===== src/rtl/dwalu_pkg.sv =====
package dwalu_pkg;

  localparam int OP_W  = 3;
  localparam int SPD_W = 2;

  localparam logic [OP_W-1:0] OP_ADD  = 3'd0;
  localparam logic [OP_W-1:0] OP_SUB  = 3'd1;
  localparam logic [OP_W-1:0] OP_SCMP = 3'd2;
  localparam logic [OP_W-1:0] OP_UCMP = 3'd3;

  localparam logic [SPD_W-1:0] SPD_ARITH = 2'd2;
  localparam logic [SPD_W-1:0] SPD_CMP   = 2'd3;
  localparam logic [SPD_W-1:0] SPD_NONE  = 2'd0;

  typedef enum logic [1:0] {
    ST_IDLE,
    ST_LOW,
    ST_HIGH,
    ST_DONE
  } dw_state_e;

  typedef struct packed {
    logic valid;
    logic is_sub;
    logic is_cmp;
    logic is_signed;
  } dw_opdec_t;

  function automatic dw_opdec_t dw_decode(input logic [OP_W-1:0] op);
    dw_opdec_t d;
    d = '0;
    case (op)
      OP_ADD:  d.valid = 1'b1;
      OP_SUB:  begin d.valid = 1'b1; d.is_sub = 1'b1; end
      OP_SCMP: begin d.valid = 1'b1; d.is_sub = 1'b1; d.is_cmp = 1'b1; d.is_signed = 1'b1; end
      OP_UCMP: begin d.valid = 1'b1; d.is_sub = 1'b1; d.is_cmp = 1'b1; end
      default: d = '0;
    endcase
    return d;
  endfunction

endpackage


===== src/rtl/dwalu_half_alu.sv =====
module dwalu_half_alu #(
  parameter int WORD_W = 16
) (
  input  logic [WORD_W-1:0] a,
  input  logic [WORD_W-1:0] b,
  input  logic              sub,
  input  logic              cin,
  output logic [WORD_W-1:0] sum,
  output logic              cout
);
  localparam int EXT_W = WORD_W + 1;

  logic [WORD_W-1:0] b_eff;
  logic [EXT_W-1:0]  total;

  always_comb begin
    b_eff = sub ? ~b : b;
    total = {1'b0, a} + {1'b0, b_eff} + {{WORD_W{1'b0}}, cin};
    sum   = total[WORD_W-1:0];
    cout  = total[WORD_W];
  end
endmodule


===== src/rtl/dwalu_seq.sv =====
module dwalu_seq
  import dwalu_pkg::*;
(
  input  logic      clk,
  input  logic      rst_n,
  input  logic      start,
  input  logic      op_valid,
  output dw_state_e state,
  output logic      cap_en,
  output logic      lo_en,
  output logic      hi_en,
  output logic      busy,
  output logic      done
);
  dw_state_e state_q, state_d;

  always_comb begin
    state_d = state_q;
    case (state_q)
      ST_IDLE: if (start) state_d = op_valid ? ST_LOW : ST_DONE;
      ST_LOW:  state_d = ST_HIGH;
      ST_HIGH: state_d = ST_DONE;
      ST_DONE: state_d = ST_IDLE;
      default: state_d = ST_IDLE;
    endcase
  end

  always_ff @(posedge clk or negedge rst_n) begin
    if (!rst_n) state_q <= ST_IDLE;
    else        state_q <= state_d;
  end

  assign state  = state_q;
  assign cap_en = (state_q == ST_IDLE) && start;
  assign lo_en  = (state_q == ST_LOW);
  assign hi_en  = (state_q == ST_HIGH);
  assign busy   = (state_q != ST_IDLE);
  assign done   = (state_q == ST_DONE);
endmodule


===== src/rtl/dwalu_result.sv =====
module dwalu_result
  import dwalu_pkg::*;
#(
  parameter int WORD_W = 16
) (
  input  dw_opdec_t         dec,
  input  logic [WORD_W-1:0] lo_word,
  input  logic [WORD_W-1:0] hi_word,
  input  logic              hi_carry,
  output logic [WORD_W-1:0] out_lo,
  output logic [WORD_W-1:0] out_hi,
  output logic              we_lo,
  output logic              we_hi,
  output logic [SPD_W-1:0]  spd
);
  localparam logic [WORD_W-1:0] ONE_W = {{(WORD_W-1){1'b0}}, 1'b1};

  logic borrow;
  logic is_zero;

  always_comb begin
    borrow  = ~hi_carry;
    is_zero = ((lo_word | hi_word) == '0);
    out_lo  = lo_word;
    out_hi  = hi_word;
    we_lo   = 1'b0;
    we_hi   = 1'b0;
    spd     = SPD_NONE;
    if (dec.valid) begin
      if (dec.is_cmp) begin
        out_hi = '0;
        we_lo  = 1'b1;
        spd    = SPD_CMP;
        if (borrow)       out_lo = '1;
        else if (is_zero) out_lo = '0;
        else              out_lo = ONE_W;
      end else begin
        we_lo = 1'b1;
        we_hi = 1'b1;
        spd   = SPD_ARITH;
      end
    end
  end
endmodule


===== src/rtl/dw_stack_alu.sv =====
module dw_stack_alu
  import dwalu_pkg::*;
#(
  parameter int WORD_W = 16
) (
  input  logic              clk,
  input  logic              rst_n,
  input  logic              start,
  input  logic [OP_W-1:0]   op_sel,
  input  logic [WORD_W-1:0] stk0,
  input  logic [WORD_W-1:0] stk1,
  input  logic [WORD_W-1:0] stk2,
  input  logic [WORD_W-1:0] stk3,
  output logic [WORD_W-1:0] res_lo,
  output logic [WORD_W-1:0] res_hi,
  output logic              res_lo_we,
  output logic              res_hi_we,
  output logic [SPD_W-1:0]  sp_dec,
  output logic              done
);
  localparam int NWORDS = 4;
  localparam logic [WORD_W-1:0] SIGN_BIAS = {1'b1, {(WORD_W-1){1'b0}}};

  dw_state_e state;
  logic      cap_en, lo_en, hi_en, busy;

  dw_opdec_t dec_in, dec_q;
  logic [WORD_W-1:0] stk_in [NWORDS];
  logic [WORD_W-1:0] opnd   [NWORDS];

  logic [WORD_W-1:0] alu_a, alu_b, alu_sum, bias;
  logic              alu_cin, alu_cout;
  logic [WORD_W-1:0] lo_q;
  logic              carry_q;

  logic [WORD_W-1:0] fin_lo, fin_hi;
  logic              fin_we_lo, fin_we_hi;
  logic [SPD_W-1:0]  fin_spd;

  logic [WORD_W-1:0] res_lo_d, res_hi_d;
  logic              res_lo_we_d, res_hi_we_d;
  logic [SPD_W-1:0]  sp_dec_d;

  assign dec_in    = dw_decode(op_sel);
  assign stk_in[0] = stk0;
  assign stk_in[1] = stk1;
  assign stk_in[2] = stk2;
  assign stk_in[3] = stk3;

  dwalu_seq u_seq (
    .clk      (clk),
    .rst_n    (rst_n),
    .start    (start),
    .op_valid (dec_in.valid),
    .state    (state),
    .cap_en   (cap_en),
    .lo_en    (lo_en),
    .hi_en    (hi_en),
    .busy     (busy),
    .done     (done)
  );

  // operand capture, one register per stack word
  for (genvar gi = 0; gi < NWORDS; gi++) begin : g_opnd
    logic [WORD_W-1:0] word_q;
    always_ff @(posedge clk or negedge rst_n) begin
      if (!rst_n)      word_q <= '0;
      else if (cap_en) word_q <= stk_in[gi];
    end
    assign opnd[gi] = word_q;
  end

  always_ff @(posedge clk or negedge rst_n) begin
    if (!rst_n)      dec_q <= '0;
    else if (cap_en) dec_q <= dec_in;
  end

  // operand steering into the shared half-width adder
  always_comb begin
    bias = dec_q.is_signed ? SIGN_BIAS : '0;
    if (state == ST_HIGH) begin
      alu_a   = opnd[1] ^ bias;
      alu_b   = opnd[3] ^ bias;
      alu_cin = carry_q;
    end else begin
      alu_a   = opnd[0];
      alu_b   = opnd[2];
      alu_cin = dec_q.is_sub;
    end
  end

  dwalu_half_alu #(.WORD_W(WORD_W)) u_alu (
    .a    (alu_a),
    .b    (alu_b),
    .sub  (dec_q.is_sub),
    .cin  (alu_cin),
    .sum  (alu_sum),
    .cout (alu_cout)
  );

  always_ff @(posedge clk or negedge rst_n) begin
    if (!rst_n) begin
      lo_q    <= '0;
      carry_q <= 1'b0;
    end else if (lo_en) begin
      lo_q    <= alu_sum;
      carry_q <= alu_cout;
    end
  end

  dwalu_result #(.WORD_W(WORD_W)) u_res (
    .dec      (dec_q),
    .lo_word  (lo_q),
    .hi_word  (alu_sum),
    .hi_carry (alu_cout),
    .out_lo   (fin_lo),
    .out_hi   (fin_hi),
    .we_lo    (fin_we_lo),
    .we_hi    (fin_we_hi),
    .spd      (fin_spd)
  );

  always_comb begin
    res_lo_d    = res_lo;
    res_hi_d    = res_hi;
    res_lo_we_d = res_lo_we;
    res_hi_we_d = res_hi_we;
    sp_dec_d    = sp_dec;
    if (hi_en) begin
      res_lo_d    = fin_lo;
      res_hi_d    = fin_hi;
      res_lo_we_d = fin_we_lo;
      res_hi_we_d = fin_we_hi;
      sp_dec_d    = fin_spd;
    end else if (cap_en && !dec_in.valid) begin
      res_lo_we_d = 1'b0;
      res_hi_we_d = 1'b0;
      sp_dec_d    = SPD_NONE;
    end
  end

  always_ff @(posedge clk or negedge rst_n) begin
    if (!rst_n) begin
      res_lo    <= '0;
      res_hi    <= '0;
      res_lo_we <= 1'b0;
      res_hi_we <= 1'b0;
      sp_dec    <= SPD_NONE;
    end else begin
      res_lo    <= res_lo_d;
      res_hi    <= res_hi_d;
      res_lo_we <= res_lo_we_d;
      res_hi_we <= res_hi_we_d;
      sp_dec    <= sp_dec_d;
    end
  end
endmodule


===== config.mk =====
export PLATFORM = sky130hd
export DESIGN_NAME = dw_stack_alu
export DESIGN_NICKNAME = d
export VERILOG_FILES = /design/src/rtl/dwalu_pkg.sv /design/src/rtl/dwalu_half_alu.sv /design/src/rtl/dwalu_seq.sv /design/src/rtl/dwalu_result.sv /design/src/rtl/dw_stack_alu.sv
export SDC_FILE = /design/constraint.sdc
export NUM_CORES = 1
export LEC_CHECK = 0
export BUFFER_PORTS_ARGS = -buffer_cell sky130_fd_sc_hd__buf_2
export CAP_MARGIN = 20
export CORE_MARGIN = 2
export CORE_UTILIZATION = 55
export CTS_BUF_LIST = sky130_fd_sc_hd__clkbuf_4 sky130_fd_sc_hd__clkbuf_8 sky130_fd_sc_hd__clkbuf_16
export DETAILED_ROUTE_END_ITERATION = 8
export PLACE_DENSITY_LB_ADDON = 0.1
export SLEW_MARGIN = 0
export SYNTH_ARGS = -nofsm -noshare
export SYNTH_HDL_FRONTEND = slang
export SYNTH_SLANG_ARGS = --single-unit

===== constraint.sdc =====
create_clock -name clk -period 5.14 [get_ports clk]
set_clock_uncertainty 0.15 [all_clocks]
set_input_delay 1.285 -clock clk [delete_from_list [all_inputs] [get_ports clk]]
set_output_delay 1.285 -clock clk [all_outputs]
set_load 0.01 [all_outputs]

==> metrics.yaml, run 1 <==
clock_network:
  clock_path_buffers: 2
  h_tree_levels: 4
  ctsResizeCount: 0
  cts_setup_buffers: 0
  clk_transition_reported_paths_ps: 60
  numClockSinks: 122
  cts_tree: "yes"
  holdBufCountCts: 0
  ctsRootBufferMaster: "clkbuf_8"
  clk_latency_ps: 520
  numCtsBuffers: 17
drt:
  vias: 4658
  drt_drc_violations_left: 0
  first_iter_violations: 218
  total_wire_length_after_detailed_routing_mm: 14.0
  detail-route-antenna-nets: 0
  avgRoutedWirePerCell_um: 16.1
  detailedRoute.firstPassIterationCount: 4
  via_density: 5.35
sta:
  period_share: 0.819
  final_hold_fails: 0
  max_slew_margin: 0.410
  setup_viol: 0
  maxClockFrequency_ghz: 0.237
  period_minus_slack_ps: 4210
  hold_slack_ps: 319
  unrepaired_setup_endpoints_after_global_routing: "false"
  timing_worst_slew_pin_value_ps: 885
  final_max_slew_viol_count: 0
  tns_ps: 0
min_path:
  hold_class: "reg2reg"
  hold_start: "sp_dec[0]"
  hold_path_end: "sp_dec[0]"
  whs_path_depth: 2
flow_run:
  timing.max_cap.violations: 0
global_route:
  globalRouteTotalUtil: 0.256
  gr_busiest_metal: "met2"
  grt_max_degree: 68
  grt_pass1_wl_mm: 23.3
  grt_pass1_vias: 4714
  overflow: 0
  grt_use_met3: 0.0658
  gr-usage-met1: 0.335
  grt.met2_usage: 0.417
  antenna_found_initial: 0
die:
  die_area_mm2: 0.0119
  placementRows: 38
  initial_standard_cell_utilization_of_the_core: 0.562
  die_width_um: 109
  dieHeight_um: 109
  core_area_mm2: 0.0108
  pin_count: 107
synthesis:
  synthesis.area_per_instance_um2: 9.84
  synth.ff_latch_count: 122
  synth_top_area_frac: 0.504
  synth_largest_area_cell: "dfrtp_1"
  yosys_most_used_dff: "dfrtp_1"
  async_flop_share: 1.00
  synth_seq_area_share: 0.504
  ys_warn_count: 0
  synth_edf_count: 0
  netlist_top_cells_area: "dfrtp_1 (50%), nand2_1 (13%), mux2_2 (4.5%)"
  synthCells: 616
  synthDistinctLibCells: 55
  mappedNetlistArea_mm2: 0.00606
  synth.net_count: 708
worst_setup_path:
  timing.critical_path.from: "u_seq.state[0]"
  critical_path.reg2reg.startpoint: "u_seq.state[0]"
  start_kind: "flop"
  worst_r2r_endpoint: "res_lo[0]"
  worst_setup_path_end_kind: "flop"
  cp_data_arrival_time_ps: 4460
  worstPathMaxFanout: 20
  worst_r2r_path_depth: 13
  cp_data_required_time_ps: 5390
  setup.worst_path.class: "reg2reg"
  timing.reg2reg.setup_slack_ps: 930
final_layout:
  drive_gt1_frac: 0.251
  nNetsFinal: 810
  multi_input_area_mm2: 0.00282
  syn_to_final_growth_pct: 21.0
  n_antenna_cell: 0
  fillCellCount: 869
  seq_area_mm2: 0.00305
outcome:
  outcome: "completed"
placement:
  dp_hpwl_mm: 10.2
  port-buffer-count: 106
  gpl.final_weighted_congestion: 0.900
-- final cells by class --
| class | instances | area share |
|---|---|---|
| Multi-Input combinational cell | 443 | 0.384 |
| Sequential cell | 122 | 0.416 |
| Inverter | 19 | 0.00973 |
| Timing Repair Buffer | 115 | 0.0836 |
| Clock buffer | 24 | 0.0662 |
| Tap cell | 140 | 0.0239 |
| Clock inverter | 7 | 0.0157 |
-- critical path, stage by stage (launching register included) --
cell      delay [ps]
dfrtp_1          400
inv_1            150
ha_2             290
buf_4            340
mux2_2           380
ha_1             390
a2111o_1         440
a21o_1           180
o211ai_2         170
a31oi_1          160
xor2_1           200
or4_1            540
nor4b_2          220
nor2_1            70
-- how the worst max path moves through the flow --
stage | endpoint | slack (ps) | depth (start not counted)
2_1_floorplan | res_lo[0] | 770 | 17
3_3_place_gp | res_lo[0] | 1070 | 13
3_5_place_dp | res_lo[0] | 940 | 13
4_1_cts | res_lo[0] | 920 | 13
5_1_grt | res_lo[0] | 660 | 14
6_report | res_lo[0] | 930 | 13
-- metrics by stage --
step	setup WS, ps	instances	area [um2]	util
global route	656	870	7330	0.679
finish	929	870	7330	0.679
global placement	1070	838	6710	0.622
floorplan	768	616	6060	-
detailed placement	944	838	6710	0.622
CTS	915	869	7310	0.677
-- Yosys cell counts (all sizes together), types with 2 or more instances --
master	count
nand2	206
dfrtp	122
clkbuf	24
mux2	24
mux2i	24
xnor2	23
ha	20
inv	19
a221o	15
a21oi	14
nor2	14
o21ai	11
a22o	10
o2bb2ai	9
buf	8
a21o	7
nor3	5
nor4	5
and2	4
and4	4
nand3	4
o211ai	4
xor2	4
nand2b	3
or3	3
fa	2
nand4	2
nor2b	2
nor3b	2
o21a	2
o22ai	2
o31a	2
-- layer usage --
metal  vias to the layer above  wire [um]
li1                       2305          -
met1                      2219       6350
met2                       116       6780
met3                        18        628
met4                         0        229
met5                         -          0
-- sequential cells by signal, indices dropped and copies added (netlist names) --
register,cells
g_opnd.word_q,64
lo_q,16
res_hi,16
res_lo,16
dec_q,4
u_seq.state,2
carry_q,1
res_hi_we,1
res_lo_we,1
sp_dec,1
-- logic make-up after synthesis --
kind of cell,count (synthesis),share of synthesized area
AO/OA/AOI/OAI,85,0.110
XOR/XNOR,27,0.0390
adder cells (fa/ha/maj),22,0.0479
buffers and inverters,51,0.0324
flip-flops,122,0.504
multiplexers,48,0.0842
AND/OR/NAND/NOR,261,0.183
-- placed cells by master (no fill, tap or decap), types with 3 or more instances in the layout --
cell and count:
and2_1 3, buf_2 105, bufinv_16 3, o211ai_1 3
mux2i_1 24, clkbuf_16 16, o21ai_0 11, nor3_1 5
mux2_2 24, xor2_1 4, clkbuf_8 4, a21oi_1 14
clkbuf_4 4, a221o_1 15, nor2_1 14, and4_1 3
o2bb2ai_1 9, ha_1 19, dfrtp_1 122, inv_1 19
a21o_1 6, buf_4 9, nand2_1 205, or3_1 3
nand2b_1 3, xnor2_1 23, nor4_1 5, a22o_1 9
nand3_1 4
Power of run 1 is not shown: default switching activity piles up to over one toggle a cycle in this logic, so the estimate is an artifact.
==> run 2, diff against run 1 <==
--- a/config.mk
+++ b/config.mk
@@ -8,7 +8,7 @@
 export BUFFER_PORTS_ARGS = -buffer_cell sky130_fd_sc_hd__buf_2
 export CAP_MARGIN = 20
 export CORE_MARGIN = 2
-export CORE_UTILIZATION = 55
+export CORE_UTILIZATION = 51
 export CTS_BUF_LIST = sky130_fd_sc_hd__clkbuf_4 sky130_fd_sc_hd__clkbuf_8 sky130_fd_sc_hd__clkbuf_16
 export DETAILED_ROUTE_END_ITERATION = 8
 export PLACE_DENSITY_LB_ADDON = 0.1
==> constraint.sdc (replaced) <==
create_clock -name clk -period 3.8 [get_ports clk]
set_clock_uncertainty 0.15 [all_clocks]
set_input_delay 0.95 -clock clk [delete_from_list [all_inputs] [get_ports clk]]
set_output_delay 0.95 -clock clk [all_outputs]
set_load 0.01 [all_outputs]
==> run 2 against run 1 <==
  * The run now ends with DRC, setup timing left
  * Cell area up 4.9%
  * Sequential cell count unchanged
  * Fmax up 10%
  * Largest cell class unchanged
  * Critical path type unchanged
==> metrics.yaml, run 2 (synthesis results as in run 1) <==
worst_setup_path:
  worst_setup_path_end_kind: "flop"  # unchanged
  cp_data_required_time_ps: 3950  # was 5390 ps
  start_kind: "flop"  # unchanged
  cp_data_arrival_time_ps: 3970  # was 4460 ps
  setup.worst_path.class: "reg2reg"  # unchanged
  worstPathMaxFanout: 5  # was 20
drt:
  avgRoutedWirePerCell_um: 16.1  # about the same
  first_iter_violations: 343  # was 218
  via_density: 5.36  # was 5.35
  drt_drc_violations_left: 7  # was 0
  detailedRoute.firstPassIterationCount: 7  # was 4
  detail-route-antenna-nets: 0  # unchanged
  vias: 4838  # was 4,658
  total_wire_length_after_detailed_routing_mm: 14.5  # was 14.0 mm
flow_run:
  timing.max_cap.violations: 0  # unchanged
die:
  pin_count: 107  # unchanged
  initial_standard_cell_utilization_of_the_core: 0.526  # was 0.562
  dieHeight_um: 113  # was 109 um
  placementRows: 39  # was 38
  die_width_um: 113  # was 109 um
  die_area_mm2: 0.0128  # was 0.0119 mm2
  core_area_mm2: 0.0115  # was 0.0108 mm2
clock_network:
  clk_latency_ps: 420  # was 520 ps
  holdBufCountCts: 0  # unchanged
  clock_path_buffers: 2  # unchanged
  h_tree_levels: 4  # unchanged
  cts_tree: "yes"  # unchanged
  numClockSinks: 122  # unchanged
  numCtsBuffers: 17  # unchanged
  ctsRootBufferMaster: "clkbuf_16"  # was clkbuf_8
  clk_transition_reported_paths_ps: 50  # was 60 ps
sta:
  final_max_slew_viol_count: 0  # unchanged
  final_hold_fails: 0  # unchanged
  max_slew_margin: 0.352  # was 0.410
  unrepaired_setup_endpoints_after_global_routing: "true"  # was false
  period_share: 1.01  # was 0.819
  postLayoutSetupSlackWorst_ps: -21.0  # was 929 ps
  timing_worst_slew_pin_value_ps: 971  # was 885 ps
  period_minus_slack_ps: 3820  # was 4210 ps
  setup_viol: 1  # was 0
  hold_slack_ps: 317  # was 319 ps
  maxClockFrequency_ghz: 0.262  # was 0.237 GHz
final_layout:
  nNetsFinal: 838  # was 810
  layout_commonest_cell: "nand2_1"  # unchanged
  n_antenna_cell: 0  # unchanged
  most-common-layout-cells: "nand2_1 (205), dfrtp_1 (122), buf_2 (105)"  # unchanged
  seq_area_mm2: 0.00305  # unchanged
  max_flop_register: "g_opnd.word_q"  # unchanged
  multi_input_area_mm2: 0.00290  # was 0.00282 mm2
  drive_gt1_frac: 0.299  # was 0.251
  fillCellCount: 920  # was 869
  syn_to_final_growth_pct: 26.8  # was 21.0%
  flip_flop_count_of_the_largest_register_after_layout: 64  # unchanged
global_route:
  grt_pass1_vias: 4805  # was 4,714
  grt_max_degree: 69  # was 68
  globalRouteTotalUtil: 0.242  # was 0.256
  overflow: 0  # unchanged
  antenna_found_initial: 0  # unchanged
  grt_pass1_wl_mm: 24.1  # was 23.3 mm
placement:
  port-buffer-count: 106  # unchanged
  gpl.final_weighted_congestion: 0.863  # was 0.900
  dp_hpwl_mm: 10.6  # was 10.2 mm
min_path:
  hold_class: "reg2reg"  # unchanged
outcome:
  violated_checks: "DRC, setup timing"
  outcome: "finished with violations"  # was completed
==> run 2: changes by cell type in the layout (fill, tap and decap cells not counted), moves of 3 or more <==
cell and change:
mux2i_1 -5, buf_4 +25, mux2i_2 +5, clkbuf_8 -3
==> run 2: per-stage QoR <==
step	cells	setup TNS (ps)	instance area [um2]	setup WS, ps	util
2_1_floorplan	616	-17.5	6100	-17.5	-
3_3_place_gp	867	0	6960	62.3	0.604
3_5_place_dp	867	-39.5	6960	-39.5	0.604
4_1_cts	899	0	7600	14.6	0.660
5_1_grt	902	-106	7690	-106	0.668
6_report	902	-21.0	7690	-21.0	0.668
==> run 2: layout make-up <==
| type | count | area share |
|---|---|---|
| Timing Repair Buffer | 143 | 0.111 |
| Clock inverter | 11 | 0.0220 |
| Sequential cell | 122 | 0.397 |
| Multi-Input combinational cell | 443 | 0.377 |
| Clock buffer | 21 | 0.0601 |
| Inverter | 19 | 0.00928 |
| Tap cell | 143 | 0.0233 |
==> run 2: metal layers <==
layer | part of all wire | global-route usage | vias to the layer above
met2 | 0.47 | 0.398 | 131
li1 | - | - | 2351
met3 | 0.046 | 0.0546 | 27
met5 | 0 | 0 | -
met4 | 0.025 | 0.0976 | 0
met1 | 0.45 | 0.312 | 2329
==> run 2: repair_timing <==
| action | CTS | global route |
|---|---|---|
| pin swaps | 0 | 10 |
| resized for setup | 1 | 14 |
| setup buffers | 0 | 3 |
| setup endpoints to repair | 1 | 16 |
==> run 2: path summary, 6_finish.rpt <==
path	start	end	slack, ps	cells after the start
min in group asynchronous	rst_n	dec_q[0]	420	1
max in group asynchronous	rst_n	g_opnd[2].word_q[9]	2290	2
min reg2reg	sp_dec[0]	sp_dec[0]	320	2
max reg2reg	u_seq.state[0]	res_lo[0]	-20	15
max	u_seq.state[0]	res_lo[0]	-20	15
min	sp_dec[0]	sp_dec[0]	320	2
==> run 2: critical path, stage by stage (launching register included) <==
cell and delay, ps:
dfrtp_1 400, inv_2 90, ha_4 180, buf_6 120, mux2_4 310, fa_2 400
inv_2 70, fa_2 230, nor2b_4 50, o31a_1 290, a31o_4 250, o211ai_1 200
xnor2_1 110, or4_4 560, nor4b_4 250, nor2_1 60
Power of run 2 is left out for the same reason.
==> run 3, diff against run 2 <==
--- a/config.mk
+++ b/config.mk
@@ -8,11 +8,12 @@
 export BUFFER_PORTS_ARGS = -buffer_cell sky130_fd_sc_hd__buf_2
 export CAP_MARGIN = 20
 export CORE_MARGIN = 2
-export CORE_UTILIZATION = 51
+export CORE_UTILIZATION = 55
 export CTS_BUF_LIST = sky130_fd_sc_hd__clkbuf_4 sky130_fd_sc_hd__clkbuf_8 sky130_fd_sc_hd__clkbuf_16
 export DETAILED_ROUTE_END_ITERATION = 8
 export PLACE_DENSITY_LB_ADDON = 0.1
 export SLEW_MARGIN = 0
 export SYNTH_ARGS = -nofsm -noshare
 export SYNTH_HDL_FRONTEND = slang
+export SYNTH_HIERARCHICAL = 1
 export SYNTH_SLANG_ARGS = --single-unit
==> constraint.sdc (replaced) <==
create_clock -name clk -period 4.8 [get_ports clk]
set_clock_uncertainty 0.15 [all_clocks]
set_input_delay 1.2 -clock clk [delete_from_list [all_inputs] [get_ports clk]]
set_output_delay 1.2 -clock clk [all_outputs]
set_load 0.01 [all_outputs]
==> run 3 against run 2 <==
  * The run ends with DRC left
  * Global-route usage down 1.4 points
  * Final cell count down 15%
  * Worst hold slack better by 33 ps
  * Highest routed layer unchanged
  * Critical path depth unchanged
  * Clock-buffer cell count down 2
  * Sequential cell count up 1
  * Wire length down 6.3%
==> metrics.yaml, run 3 <==
drt:
  detail-route-antenna-nets: 0  # unchanged
  first_iter_violations: 250  # was 343
  avgRoutedWirePerCell_um: 17.8  # was 16.1 um
  detailedRoute.firstPassIterationCount: 8  # was 7
  vias: 4265  # was 4,838
  drt_drc_violations_left: 6  # was 7
  via_density: 5.58  # was 5.36
  total_wire_length_after_detailed_routing_mm: 13.6  # was 14.5 mm
worst_setup_path:
  start_kind: "flop"  # unchanged
  critical_path.max_stage_delay_ps: 480  # was 560 ps
  instance_count_on_the_critical_path: 15  # unchanged
  worst_r2r_endpoint: "res_lo[0]"  # unchanged
  timing.critical_path.from: "u_seq/state[1]"  # was u_seq.state[0]
  cp_data_required_time_ps: 4950  # was 3950 ps
  cell_chain_of_the_critical_path: "nor2b_4 > buf_4 > mux2_4 > inv_1 > fa_1 > fa_1 > nor2b_1 > o31a_1 > o21ai_1 > a21oi_1 > o31a_1 > or4b_1 > nor4_2 > a31oi_1 > mux2_2"  # was inv_2 > ha_4 > buf_6 > mux2_4 > fa_2 > inv_2 > fa_2 > nor2b_4 > o31a_1 > a31o_4 > o211ai_1 > xnor2_1 > or4_4 > nor4b_4 > nor2_1
  cp_data_arrival_time_ps: 4330  # was 3970 ps
  critical-path-slowest-cell: "or4b_1"  # was or4_4
  timing.reg2reg.setup_slack_ps: 630  # was -20 ps
  critical_path.n_buffers_inverters: 2  # was 3
  cp-endpoint: "res_lo[0]"  # unchanged
  worst_r2r_path_depth: 15  # unchanged
  worstPathMaxFanout: 7  # was 5
  setup.worst_path.class: "reg2reg"  # unchanged
  timing.critical_path.max_delay_family: "simple AND/OR/NAND/NOR gates"  # unchanged
  worst_setup_path_end_kind: "flop"  # unchanged
  critical_path.reg2reg.startpoint: "u_seq/state[1]"  # was u_seq.state[0]
placement:
  dp_hpwl_mm: 9.98  # was 10.6 mm
  gpl.final_weighted_congestion: 0.828  # was 0.863
  port-buffer-count: 106  # unchanged
final_layout:
  most-common-layout-cells: "dfrtp_1 (123), mux2_2 (117), buf_2 (105)"  # was nand2_1 (205), dfrtp_1 (122), buf_2 (105)
  nNetsFinal: 700  # was 838
  syn_to_final_growth_pct: 18.3  # was 26.8%
  max_flop_register: "g_opnd.word_q"  # unchanged
  multi_input_area_mm2: 0.00324  # was 0.00290 mm2
  drive_gt1_frac: 0.483  # was 0.299
  seq_area_mm2: 0.00308  # was 0.00305 mm2
  n_antenna_cell: 0  # unchanged
  flip_flop_count_of_the_largest_register_after_layout: 64  # unchanged
  layout_commonest_cell: "dfrtp_1"  # was nand2_1
  fillCellCount: 895  # was 920
  fin_util: 0.674  # was 0.668
global_route:
  overflow: 0  # unchanged
  grt_max_degree: 72  # was 69
  grt_pass1_vias: 4484  # was 4,805
  antenna_found_initial: 0  # unchanged
  grt_pass1_wl_mm: 22.4  # was 24.1 mm
  globalRouteTotalUtil: 0.228  # was 0.242
clock_network:
  clock_path_buffers: 2  # unchanged
  clk_transition_reported_paths_ps: 50  # about the same
  numCtsBuffers: 17  # unchanged
  holdBufCountCts: 0  # unchanged
  cts_setup_buffers: 0  # unchanged
  ctsResizeCount: 0  # was 1
  cts_tree: "yes"  # unchanged
  h_tree_levels: 4  # unchanged
  ctsRootBufferMaster: "clkbuf_16"  # unchanged
  numClockSinks: 123  # was 122
  clk_latency_ps: 420  # about the same
die:
  placementRows: 39  # unchanged
  pin_count: 107  # unchanged
  dieHeight_um: 113  # about the same
  initial_standard_cell_utilization_of_the_core: 0.570  # was 0.526
  die_width_um: 113  # about the same
  die_area_mm2: 0.0128  # about the same
  core_area_mm2: 0.0115  # unchanged
sta:
  max_slew_margin: 0.304  # was 0.352
  period_share: 0.869  # was 1.01
  tns_ps: 0  # was -21.0 ps
  period_minus_slack_ps: 4170  # was 3820 ps
  maxClockFrequency_ghz: 0.240  # was 0.262 GHz
  setup_viol: 0  # was 1
  final_hold_fails: 0  # unchanged
  timing_worst_slew_pin_value_ps: 1040  # was 971 ps
  final_max_slew_viol_count: 0  # unchanged
  unrepaired_setup_endpoints_after_global_routing: "false"  # was true
outcome:
  violated_checks: "DRC"  # was DRC, setup timing
  outcome: "finished with violations"  # unchanged
synthesis:
  ys_warn_count: 6  # was 0
  synthesis.area_per_instance_um2: 13.1  # was 9.84 um2
  synth.net_count: 592  # was 708
  mappedNetlistArea_mm2: 0.00656  # was 0.00606 mm2
  synthCells: 500  # was 616
min_path:
  hold_class: "reg2reg"  # unchanged
  hold_start: "res_lo[6]"  # was sp_dec[0]
flow_run:
  timing.max_cap.violations: 0  # unchanged
==> run 3: through the flow <==
step | cell area [um2] | setup WS (ps) | hold WS, ps | instances
2_1_floorplan | 6560 | 813 | 325 | 500
3_3_place_gp | 7140 | 761 | 335 | 732
3_5_place_dp | 7140 | 649 | 341 | 732
4_1_cts | 7760 | 632 | 353 | 764
5_1_grt | 7760 | 361 | 370 | 764
6_report | 7760 | 626 | 350 | 764
==> run 3: worst min path at each step <==
stage / slack, ps / depth (start not counted) / end
after floorplan: 320 / 1 / g_opnd[1].word_q[5]
after global placement: 340 / 1 / res_hi[4]
after detailed placement: 340 / 1 / res_lo[6]
after CTS: 350 / 1 / res_lo[6]
after global routing: 370 / 1 / res_hi[12]
final: 350 / 1 / res_lo[6]
==> run 3: worst reg2reg max path, cell delays in order, from the launching register on <==
cell and delay [ps]:
dfrtp_1 400, nor2b_4 270, buf_4 240, mux2_4 170, inv_1 50, fa_1 460
fa_1 410, nor2b_1 170, o31a_1 200, o21ai_1 160, a21oi_1 160, o31a_1 190
or4b_1 480, nor4_2 150, a31oi_1 130, mux2_2 270
==> run 3: final cells by class <==
| class | instances | share of cell area |
|---|---|---|
| multi-input combinational | 339 | 0.417 |
| sequential | 123 | 0.397 |
| timing repair buffer | 115 | 0.0774 |
| clock buffer | 19 | 0.0576 |
| tap | 143 | 0.0231 |
| clock inverter | 13 | 0.0224 |
| inverter | 12 | 0.00581 |
==> run 3: layer usage <==
metal	share of wire	routed length [um]	vias up	global-route usage
li1	-	-	2010	-
met1	0.44	6000	2113	0.287
met2	0.49	6740	117	0.377
met3	0.046	633	25	0.0595
met4	0.019	258	0	0.0894
met5	0	0	-	0
Power of run 3 is left out for the same reason.
